<file path="src/rtl/pwm_vlen_pkg.sv">
package pwm_vlen_pkg;
  parameter int unsigned CNT_W     = 16;
  parameter int unsigned BASE_BITS = 8;
  typedef logic [CNT_W-1:0] cnt_t;
  typedef logic [1:0]       len_t;

  function automatic cnt_t len_mask(len_t len);
    return (cnt_t'(1) << (BASE_BITS + 32'(len))) - cnt_t'(1);
  endfunction
endpackage

</file>
<file path="src/rtl/pwm_timebase.sv">
module pwm_timebase
  import pwm_vlen_pkg::*;
(
  input  logic clk_i,
  input  logic rst_ni,
  input  len_t len_i,
  output cnt_t cnt_o,
  output cnt_t mask_o,
  output logic cyc_end_o
);
  cnt_t cnt_q;

  always_ff @(posedge clk_i or negedge rst_ni) begin
    if (!rst_ni) cnt_q <= '0;
    else         cnt_q <= cnt_q + cnt_t'(1);
  end

  assign cnt_o     = cnt_q;
  assign mask_o    = len_mask(len_i);
  assign cyc_end_o = ((cnt_q & mask_o) == mask_o);
endmodule

</file>
<file path="src/rtl/pwm_cfg_regs.sv">
module pwm_cfg_regs
  import pwm_vlen_pkg::*;
(
  input  logic       clk_i,
  input  logic       rst_ni,
  input  logic       we_i,
  input  logic [7:0] wdata_i,
  input  logic       cyc_end_i,
  output logic       sel_o,
  output logic       en_o,
  output logic       flag_o,
  output len_t       len_o,
  output logic [7:0] rdata_o
);
  logic sel_q, en_q, flag_q;
  len_t len_q;
  logic unused_wbits;
  assign unused_wbits = ^wdata_i[4:2];

  always_ff @(posedge clk_i or negedge rst_ni) begin
    if (!rst_ni) begin
      sel_q  <= 1'b0;
      en_q   <= 1'b0;
      flag_q <= 1'b0;
      len_q  <= '0;
    end else begin
      if (we_i) begin
        sel_q <= wdata_i[7];
        en_q  <= wdata_i[6];
        len_q <= wdata_i[1:0];
      end
      // hardware set outranks a software clear
      if (cyc_end_i)  flag_q <= 1'b1;
      else if (we_i)  flag_q <= wdata_i[5];
    end
  end

  assign sel_o   = sel_q;
  assign en_o    = en_q;
  assign flag_o  = flag_q;
  assign len_o   = len_q;
  assign rdata_o = {sel_q, en_q, flag_q, 3'b000, len_q};
endmodule

</file>
<file path="src/rtl/pwm_channel.sv">
module pwm_channel
  import pwm_vlen_pkg::*;
(
  input  logic       clk_i,
  input  logic       rst_ni,
  input  logic       we_mode_i,
  input  logic       we_lo_i,
  input  logic       we_hi_i,
  input  logic [7:0] wdata_i,
  input  logic       sel_i,
  input  len_t       len_i,
  input  cnt_t       cnt_i,
  input  cnt_t       mask_i,
  input  logic       cyc_end_i,
  output logic       wide_o,
  output cnt_t       cmp_o,
  output cnt_t       rld_o,
  output logic       pwm_o
);
  localparam int unsigned HI_W = CNT_W - 8;

  logic wide_q;
  cnt_t cmp_q, rld_q;
  logic reload;

  assign reload = cyc_end_i && (len_i != 2'b00) && !wide_q;

  always_ff @(posedge clk_i or negedge rst_ni) begin
    if (!rst_ni) begin
      wide_q <= 1'b0;
      cmp_q  <= '0;
      rld_q  <= '0;
    end else begin
      if (we_mode_i) wide_q <= wdata_i[0];
      if (reload)                 cmp_q <= rld_q;
      else if (!sel_i && we_lo_i) cmp_q[7:0] <= wdata_i;
      else if (!sel_i && we_hi_i) cmp_q[CNT_W-1:8] <= wdata_i[HI_W-1:0];
      if (sel_i && we_lo_i) rld_q[7:0] <= wdata_i;
      if (sel_i && we_hi_i) rld_q[CNT_W-1:8] <= wdata_i[HI_W-1:0];
    end
  end

  assign wide_o = wide_q;
  assign cmp_o  = cmp_q;
  assign rld_o  = rld_q;
  assign pwm_o  = wide_q ? (cnt_i < cmp_q) : ((cnt_i & mask_i) < (cmp_q & mask_i));
endmodule

</file>
<file path="src/rtl/pwm_vlen.sv">
module pwm_vlen
  import pwm_vlen_pkg::*;
#(
  parameter int unsigned NUM_CH    = 2,
  parameter int unsigned ADDR_W    = 4,
  parameter int unsigned CH_BASE   = 4,
  parameter int unsigned CH_STRIDE = 4
) (
  input  logic              clk_i,
  input  logic              rst_ni,
  input  logic              we_i,
  input  logic [ADDR_W-1:0] addr_i,
  input  logic [7:0]        wdata_i,
  output logic [7:0]        rdata_o,
  output logic [NUM_CH-1:0] pwm_o,
  output logic              irq_o
);
  localparam logic [ADDR_W-1:0] CFG_ADDR = '0;

  cnt_t cnt, mask;
  logic cyc_end;
  logic sel, en, flag;
  len_t len;
  logic [7:0] cfg_rdata;
  logic [NUM_CH-1:0] wide;
  cnt_t cmp [NUM_CH];
  cnt_t rld [NUM_CH];

  pwm_timebase u_tb (
    .clk_i, .rst_ni, .len_i(len), .cnt_o(cnt), .mask_o(mask), .cyc_end_o(cyc_end)
  );

  pwm_cfg_regs u_cfg (
    .clk_i, .rst_ni,
    .we_i(we_i && (addr_i == CFG_ADDR)),
    .wdata_i, .cyc_end_i(cyc_end),
    .sel_o(sel), .en_o(en), .flag_o(flag), .len_o(len), .rdata_o(cfg_rdata)
  );

  for (genvar k = 0; k < NUM_CH; k++) begin : g_ch
    localparam logic [ADDR_W-1:0] A_MODE = ADDR_W'(CH_BASE + CH_STRIDE * k);
    pwm_channel u_ch (
      .clk_i, .rst_ni,
      .we_mode_i(we_i && (addr_i == A_MODE)),
      .we_lo_i  (we_i && (addr_i == A_MODE + 1'b1)),
      .we_hi_i  (we_i && (addr_i == A_MODE + 2'd2)),
      .wdata_i, .sel_i(sel), .len_i(len), .cnt_i(cnt), .mask_i(mask),
      .cyc_end_i(cyc_end),
      .wide_o(wide[k]), .cmp_o(cmp[k]), .rld_o(rld[k]), .pwm_o(pwm_o[k])
    );
  end

  always_comb begin
    rdata_o = '0;
    if (addr_i == CFG_ADDR) rdata_o = cfg_rdata;
    for (int k = 0; k < NUM_CH; k++) begin
      if (addr_i == ADDR_W'(CH_BASE + CH_STRIDE * k))     rdata_o = {7'b0, wide[k]};
      if (addr_i == ADDR_W'(CH_BASE + CH_STRIDE * k + 1)) rdata_o = sel ? rld[k][7:0] : cmp[k][7:0];
      if (addr_i == ADDR_W'(CH_BASE + CH_STRIDE * k + 2)) rdata_o = sel ? rld[k][CNT_W-1:8] : cmp[k][CNT_W-1:8];
    end
  end

  assign irq_o = en & flag;
endmodule

</file>
<file path="config.mk">
export PLATFORM = sky130hd
export DESIGN_NAME = pwm_vlen
export DESIGN_NICKNAME = d
export VERILOG_FILES = /design/src/rtl/pwm_vlen_pkg.sv /design/src/rtl/pwm_timebase.sv /design/src/rtl/pwm_cfg_regs.sv /design/src/rtl/pwm_channel.sv /design/src/rtl/pwm_vlen.sv
export SDC_FILE = /design/constraint.sdc
export NUM_CORES = 1
export LEC_CHECK = 0
export BUFFER_PORTS_ARGS = -buffer_cell sky130_fd_sc_hd__buf_2
export CAP_MARGIN = 10
export CORE_ASPECT_RATIO = 2
export CORE_MARGIN = 5
export CORE_UTILIZATION = 45
export CTS_BUF_LIST = sky130_fd_sc_hd__clkbuf_4 sky130_fd_sc_hd__clkbuf_8
export DETAILED_ROUTE_END_ITERATION = 12
export RECOVER_POWER = 50
export SKIP_LAST_GASP = 1
export SLEW_MARGIN = 15
export SYNTH_ARGS = -nofsm -noshare
export SYNTH_HDL_FRONTEND = slang
export SYNTH_SLANG_ARGS = --single-unit
</file>
<file path="constraint.sdc">
create_clock -name clk_i -period 2.3 [get_ports clk_i]
set_input_delay 0.23 -clock clk_i [delete_from_list [all_inputs] [get_ports clk_i]]
set_output_delay 0.23 -clock clk_i [all_outputs]
set_load 0.02 [all_outputs]
</file>
# Word level (Yosys, flattened, before mapping)
# Index checks and enable logic that the tools add are counted.
[classes]
n_mul = 0
reduce_logical = 30
n_bitwise = 4
mux = 23
shifts = 1
n_eq_ne = 9
div_mod_pow = 0
n_addsub = 3
order_cmp = 4
[op_table]
columns = ["cell", "count"]
rows = [
  ["8-bit two-way mux", 17],
  ["16-bit < comparator", 4],
  ["16-bit AND", 3],
  ["16-bit two-way mux", 2],
  ["1-bit by 32-bit left shift with 16-bit output, first input constant", 1],
  ["1-bit logical AND", 18],
  ["16-bit by 1-bit adder with 16-bit output, second input constant", 1],
  ["16-bit == test", 1],
  ["16-bit by 1-bit subtractor with 16-bit output, second input constant", 1],
  ["4-bit by 3-bit == test with 1-bit output, second input constant", 3],
  ["4-bit == test, second input constant", 3],
  ["2-bit nonzero test", 6],
  ["4-bit by 2-bit adder with 5-bit output, first input constant", 1],
  ["4-bit zero test", 1],
  ["1-bit two-way mux", 4],
  ["2-bit by 1-bit != test with 1-bit output, second input constant", 2],
  ["2-bit AND reduction", 2],
  ["1-bit zero test", 3],
  ["1-bit AND", 1],
]
[totals]
memories = 0
ff_bits = 87
out_inout_bits = 11
mem_bits_ro = 0
latch_bits = 0
mem_bits_rw = 0
input_bits = 15

# Logic depth before layout (Yosys ltp)
[logic_depth]
word_depth = 9
ltp_mapped = 11
mapped_depth_nobuf = 9

# Modules after synthesis
# A second synthesis with hierarchy kept.
[hier_totals]
hier_cells = 687
hier_area_um2 = 6409.9
[by_module_without_submodules]
columns = ["module", "area_per_inst_um2", "instances", "seq_area_each_um2", "cells_each"]
rows = [
  ["pwm_channel (g_ch[1].u_ch)", 2234.6, 1, 825.8, 236],
  ["pwm_channel (g_ch[0].u_ch)", 2229.6, 1, 825.8, 236],
  ["pwm_timebase", 902.1, 1, 400.4, 87],
  ["pwm_vlen", 794.5, 1, 0.0, 108],
  ["pwm_cfg_regs", 249.0, 1, 125.1, 20],
]

# Worst setup path before layout
# No wires, ideal clock.
[synth_timing]
path_type = "reg2out"
from = "register u_cfg.len_q[1], in the netlist u_cfg.len_o[1]"
to = "output pwm_o[1]"
stages_incl_launch_ff = 12
arrival_ps = 2091
path_buffers = 2
slack_ps = -21
t_required_ps = 2070
cell_sequence = "dfrtp_1 > buf_2 > nand2_1 > inv_1 > ha_1 > nand2b_1 > ha_1 > a211oi_1 > a22o_1 > a21oi_1 > o221ai_1 > buf_4"
[synth_between]
elab_chain_cells = 6
[synth_lines]
columns = ["item", "line", "text"]
rows = [
  ["start: declaration", "pwm_cfg_regs.sv:16", "len_t len_q;"],
  ["start signal: assignment", "pwm_cfg_regs.sv:30", "len_q <= wdata_i[1:0];"],
  ["4-bit by 2-bit adder with 5-bit output *", "pwm_vlen_pkg.sv:8", "return (cnt_t'(1) << (BASE_BITS + 32'(len))) - cnt_t'(1);"],
  ["1-bit by 32-bit left shift with 16-bit output *", "pwm_vlen_pkg.sv:8", ""],
  ["16-bit by 1-bit subtractor with 16-bit output *", "pwm_vlen_pkg.sv:8", ""],
  ["16-bit AND", "pwm_channel.sv:46", "assign pwm_o = wide_q ? (cnt_i < cmp_q) : ((cnt_i & mask_i) < (cmp_q & mask_i));"],
  ["16-bit < comparator *", "pwm_channel.sv:46", ""],
  ["1-bit two-way mux *", "pwm_channel.sv:46", ""],
  ["end: declaration", "pwm_vlen.sv:15", "output logic [NUM_CH-1:0] pwm_o,"],
]
# Every way passes the cells marked *; elsewhere a longest branch is shown, timed or not.

# Final worst setup path
[layout_timing]
from = "register u_cfg.len_q[1], in the netlist u_cfg.len_o[1]"
to = "output pwm_o[0]"
# The elaborated chain is that of the path after synthesis.

==> results by group <==
Synth
  – Post-synthesis simple-gate area fraction: about an eighth
  – Synth Area in Compound Gates: 13.57%
  – Synth Area in Adders: 10.00%
  – Sequential share of the synthesized area: 37.83%
  – Yosys warns: 0
  – Synth Flop Type: dfrtp_1
  – Post-Synthesis Cells: 557
  – Post-synth EDFFs: 0
  – Largest family of logic cells by synthesized area: multiplexers
  – Xor-xnor portion of the synthesized cell area: under 10%
  – Synth async-reset ratio: 100.0%
  – Syn Area/Cell: 10.33 um^2
  – Cell variety after synth: just under 60
  – Post-synthesis mux area share: 17.87%
  – Mapped Area: roughly 5800 um^2
  – Synth Register Bits: 87

Critical path
  – Worst Path Required: 2.07 ns
  – Worst Path Arrival: 2.33 ns
  – WS Path Type: reg2out
  – Crit end category: output pin
  – Worst reg2reg setup slack: around 0.26 ns
  – Reg2Reg Depth: 9
  – Crit path max fanout: 6
  – Critical path startpoint category: register

Global route
  – Vias in the first global route: 4753
  – Gr usage total: a little under a quarter
  – First-pass GRT wire length: 26630 um
  – Largest net degree at the start of global routing: 47
  – Antenna violations before repair: 0
  – Total grt overflow: 0

Timing
  – Setup-failing EPs final: 2
  – Part of the cycle the worst path needs: 111.1%
  – RSZ-0062 raised after global routing: yes
  – Setup Skew: 0.01824 ns
  – PnR worst setup slack: -0.2556 ns
  – Rel. slew slack: 21.74%
  – Fin Setup TNS: -0.4567 ns
  – Hold Fails Final Rpt: 0
  – Count of final max-slew check failures: 0
  – Min cycle time layout: 2.556 ns
  – Fin Hold WS: 0.2324 ns
  – Worst-Margin Slew: 1.174 ns
  – Fmax: 391.3 MHz

Layout
  – Number of diodes: 0
  – Fill cell count: 1188
  – Final instance area: ~6500 um^2
  – Layout area overhead: 12.96%
  – Nets: 673
  – Share of cells above drive strength 1: 27.44%

Place
  – IO buf count: 25
  – Area after DPL: approximately 6100 um^2
  – HPWL Detailed: between 10000 and 15000 um
  – Worst slack at placement: 0.01201 ns
  – Gpl congestion: ~0.9

Route
  – Drt drc: 0
  – First-pass DRT Iterations: 5
  – Via/cell ratio: 5.834
  – Total wire length: 16790 um
  – Wire per inst: 21.91 um
  – Antenna-violating nets left: 0
  – DR iter-0 viols: 203
  – Vias: 4469

Clock network
  – CTS root buf: clkbuf_8
  – H-tree depth: 3
  – CTS Buffer Depth: 2
  – Clock Pin Slew Worst Setup and Hold Paths: 0.09 ns
  – CTS buffer count: 9
  – Clock Latency Late Sink: 0.37 ns
  – Total clock sinks: between 80 and 90
  – TritonCTS clock tree: yes

Die
  – Die Span X: about 90 um
  – Starting Density: 45.83%
  – Die Y: 169.9 um
  – Core area: between 10000 and 15000 um^2
  – Ports: 26
  – FP Rows: 58
  – Die area: 15290 um^2

Power
  – Design Power: roughly 4.7 mW
  – Leakage: between 3 and 4 nW
  – Peak supply drop: 423.3 uV
  – P per Cell Area: 721.4 nW/um^2

Run
  – Max_cap viols: 0

Min path
  – Hold WC Path Type: in2reg
  – Hold path cells: 3

Outcome
  – Violated checks: negative setup slack
  – Status: finished with violations
==> through the flow <==
stage | std cells | utilization [%]
2_1_floorplan | 563 | -
3_3_place_gp | 741 | 48.95
3_5_place_dp | 741 | 48.95
4_1_cts | 765 | 51.69
5_1_grt | 766 | 51.77
6_report | 766 | 51.77
==> critical path, stage by stage, from the launching register on <==
cell and delay, ns:
dfrtp_1 0.40, buf_6 0.14, nor2_4 0.09, and2b_1 0.21
ha_2 0.18, a21o_1 0.18, a211oi_2 0.26, a22o_1 0.18
a21oi_2 0.04, o221ai_2 0.12, buf_4 0.17
==> Yosys cell counts (all sizes together), types with 3 or more instances <==
cell type / number / area share, %
xnor2: 9 / 1.4
nand4: 11 / 1.4
nand2b: 7 / 0.76
mux2i: 57 / 9.9
nor3: 3 / 0.46
mux2: 38 / 8.0
dfrtp: 87 / 38
and3: 5 / 0.65
o22ai: 4 / 0.43
a21oi: 50 / 5.7
a21o: 6 / 0.78
o221ai: 5 / 0.76
ha: 46 / 10
inv: 40 / 2.6
nor2: 46 / 3.3
o21ai: 16 / 1.4
clkbuf: 4 / 0.26
nand3: 14 / 1.3
nand2: 34 / 2.3
buf: 22 / 3.0
and2: 4 / 0.43
nor2b: 3 / 0.37
a211oi: 14 / 1.8
xor2: 5 / 0.76
==> placed cells by master (no fill, tap or decap), types with 14 or more instances in the layout <==
| master | n |
|---|---|
| nor2_1 | 42 |
| inv_1 | 39 |
| buf_4 | 35 |
| dfrtp_1 | 86 |
| a21oi_1 | 29 |
| ha_1 | 40 |
| buf_2 | 21 |
| o21ai_0 | 14 |
| mux2i_1 | 57 |
| a21oi_2 | 21 |
| nand2_1 | 31 |
| mux2_2 | 30 |
==> cell families (layout without fill, tap and decap cells) <==
group | after synthesis | count (layout)
DFF | 87 | 87
buffers and inverters | 66 | 119
other | 2 | 8
adders and majority gates | 46 | 46
AOI/OAI and AO/OA | 111 | 111
and+or+nand+nor | 136 | 136
xor gates and xnor gates | 14 | 14
muxes | 95 | 95
==> flip-flops by register name, indices dropped and copies added (netlist names) <==
register          cells
u_cfg.sel_o           1
u_cfg.en_o            1
g_ch.u_ch.cmp_o      32
g_ch.u_ch.rld_o      32
u_tb.cnt_o           16
u_cfg.flag_o          1
g_ch.u_ch.wide_o      2
u_cfg.len_o           2
==> routing by layer <==
| layer | global-route usage (%) | vias up | part of all wire, % |
|---|---|---|---|
| met5 | 0 | - | 0 |
| met4 | 13.87 | 0 | 6.0 |
| met3 | 2.831 | 39 | 2.4 |
| met2 | 42.12 | 104 | 55 |
| met1 | 23.75 | 2241 | 37 |
| li1 | - | 2085 | - |
==> worst paths after layout <==
| check | end | start |
|---|---|---|
| hold / removal | u_cfg.flag_o$_DFFE_PN0P_ | we_i |
| max in group asynchronous | g_ch[0].u_ch.rld_o[4]$_DFFE_PN0P_ | rst_ni |
| setup reg to reg | g_ch[0].u_ch.cmp_o[7]$_DFFE_PN0P_ | u_cfg.len_o[1]$_DFFE_PN0P_ |
| hold reg to reg | u_tb.cnt_o[0]$_DFF_PN0_ | u_tb.cnt_o[0]$_DFF_PN0_ |
| setup / recovery | pwm_o[0] | u_cfg.len_o[1]$_DFFE_PN0P_ |
| min in group asynchronous | u_tb.cnt_o[3]$_DFF_PN0_ | rst_ni |
==> where the power goes <==
group	internal (mW)	switching, mW
clock network	0.504	0.578
registers	1.80	0.265
logic	0.748	0.796
==> cell type report <==
cell class | count | area, um^2 | share of cell area, %
tap | 150 | 187.7 | 2.887
clock inverter | 6 | 68.82 | 1.059
multi-input combinational | 410 | 3363 | 51.74
clock buffer | 9 | 123.9 | 1.906
timing repair buffer | 64 | 427.9 | 6.583
sequential | 87 | 2178 | 33.51
inverter | 40 | 150.1 | 2.310
==> repair_timing <==
item	4_1_cts	5_1_grt
endpoints found under the hold margin	44	0
buffers inserted	8	1
cloned	0	0
hold buffers	1	0
setup endpoints to repair	9	4
resized for setup	16	12
pin swaps	8	9
Power figures use the tool's default switching activity.
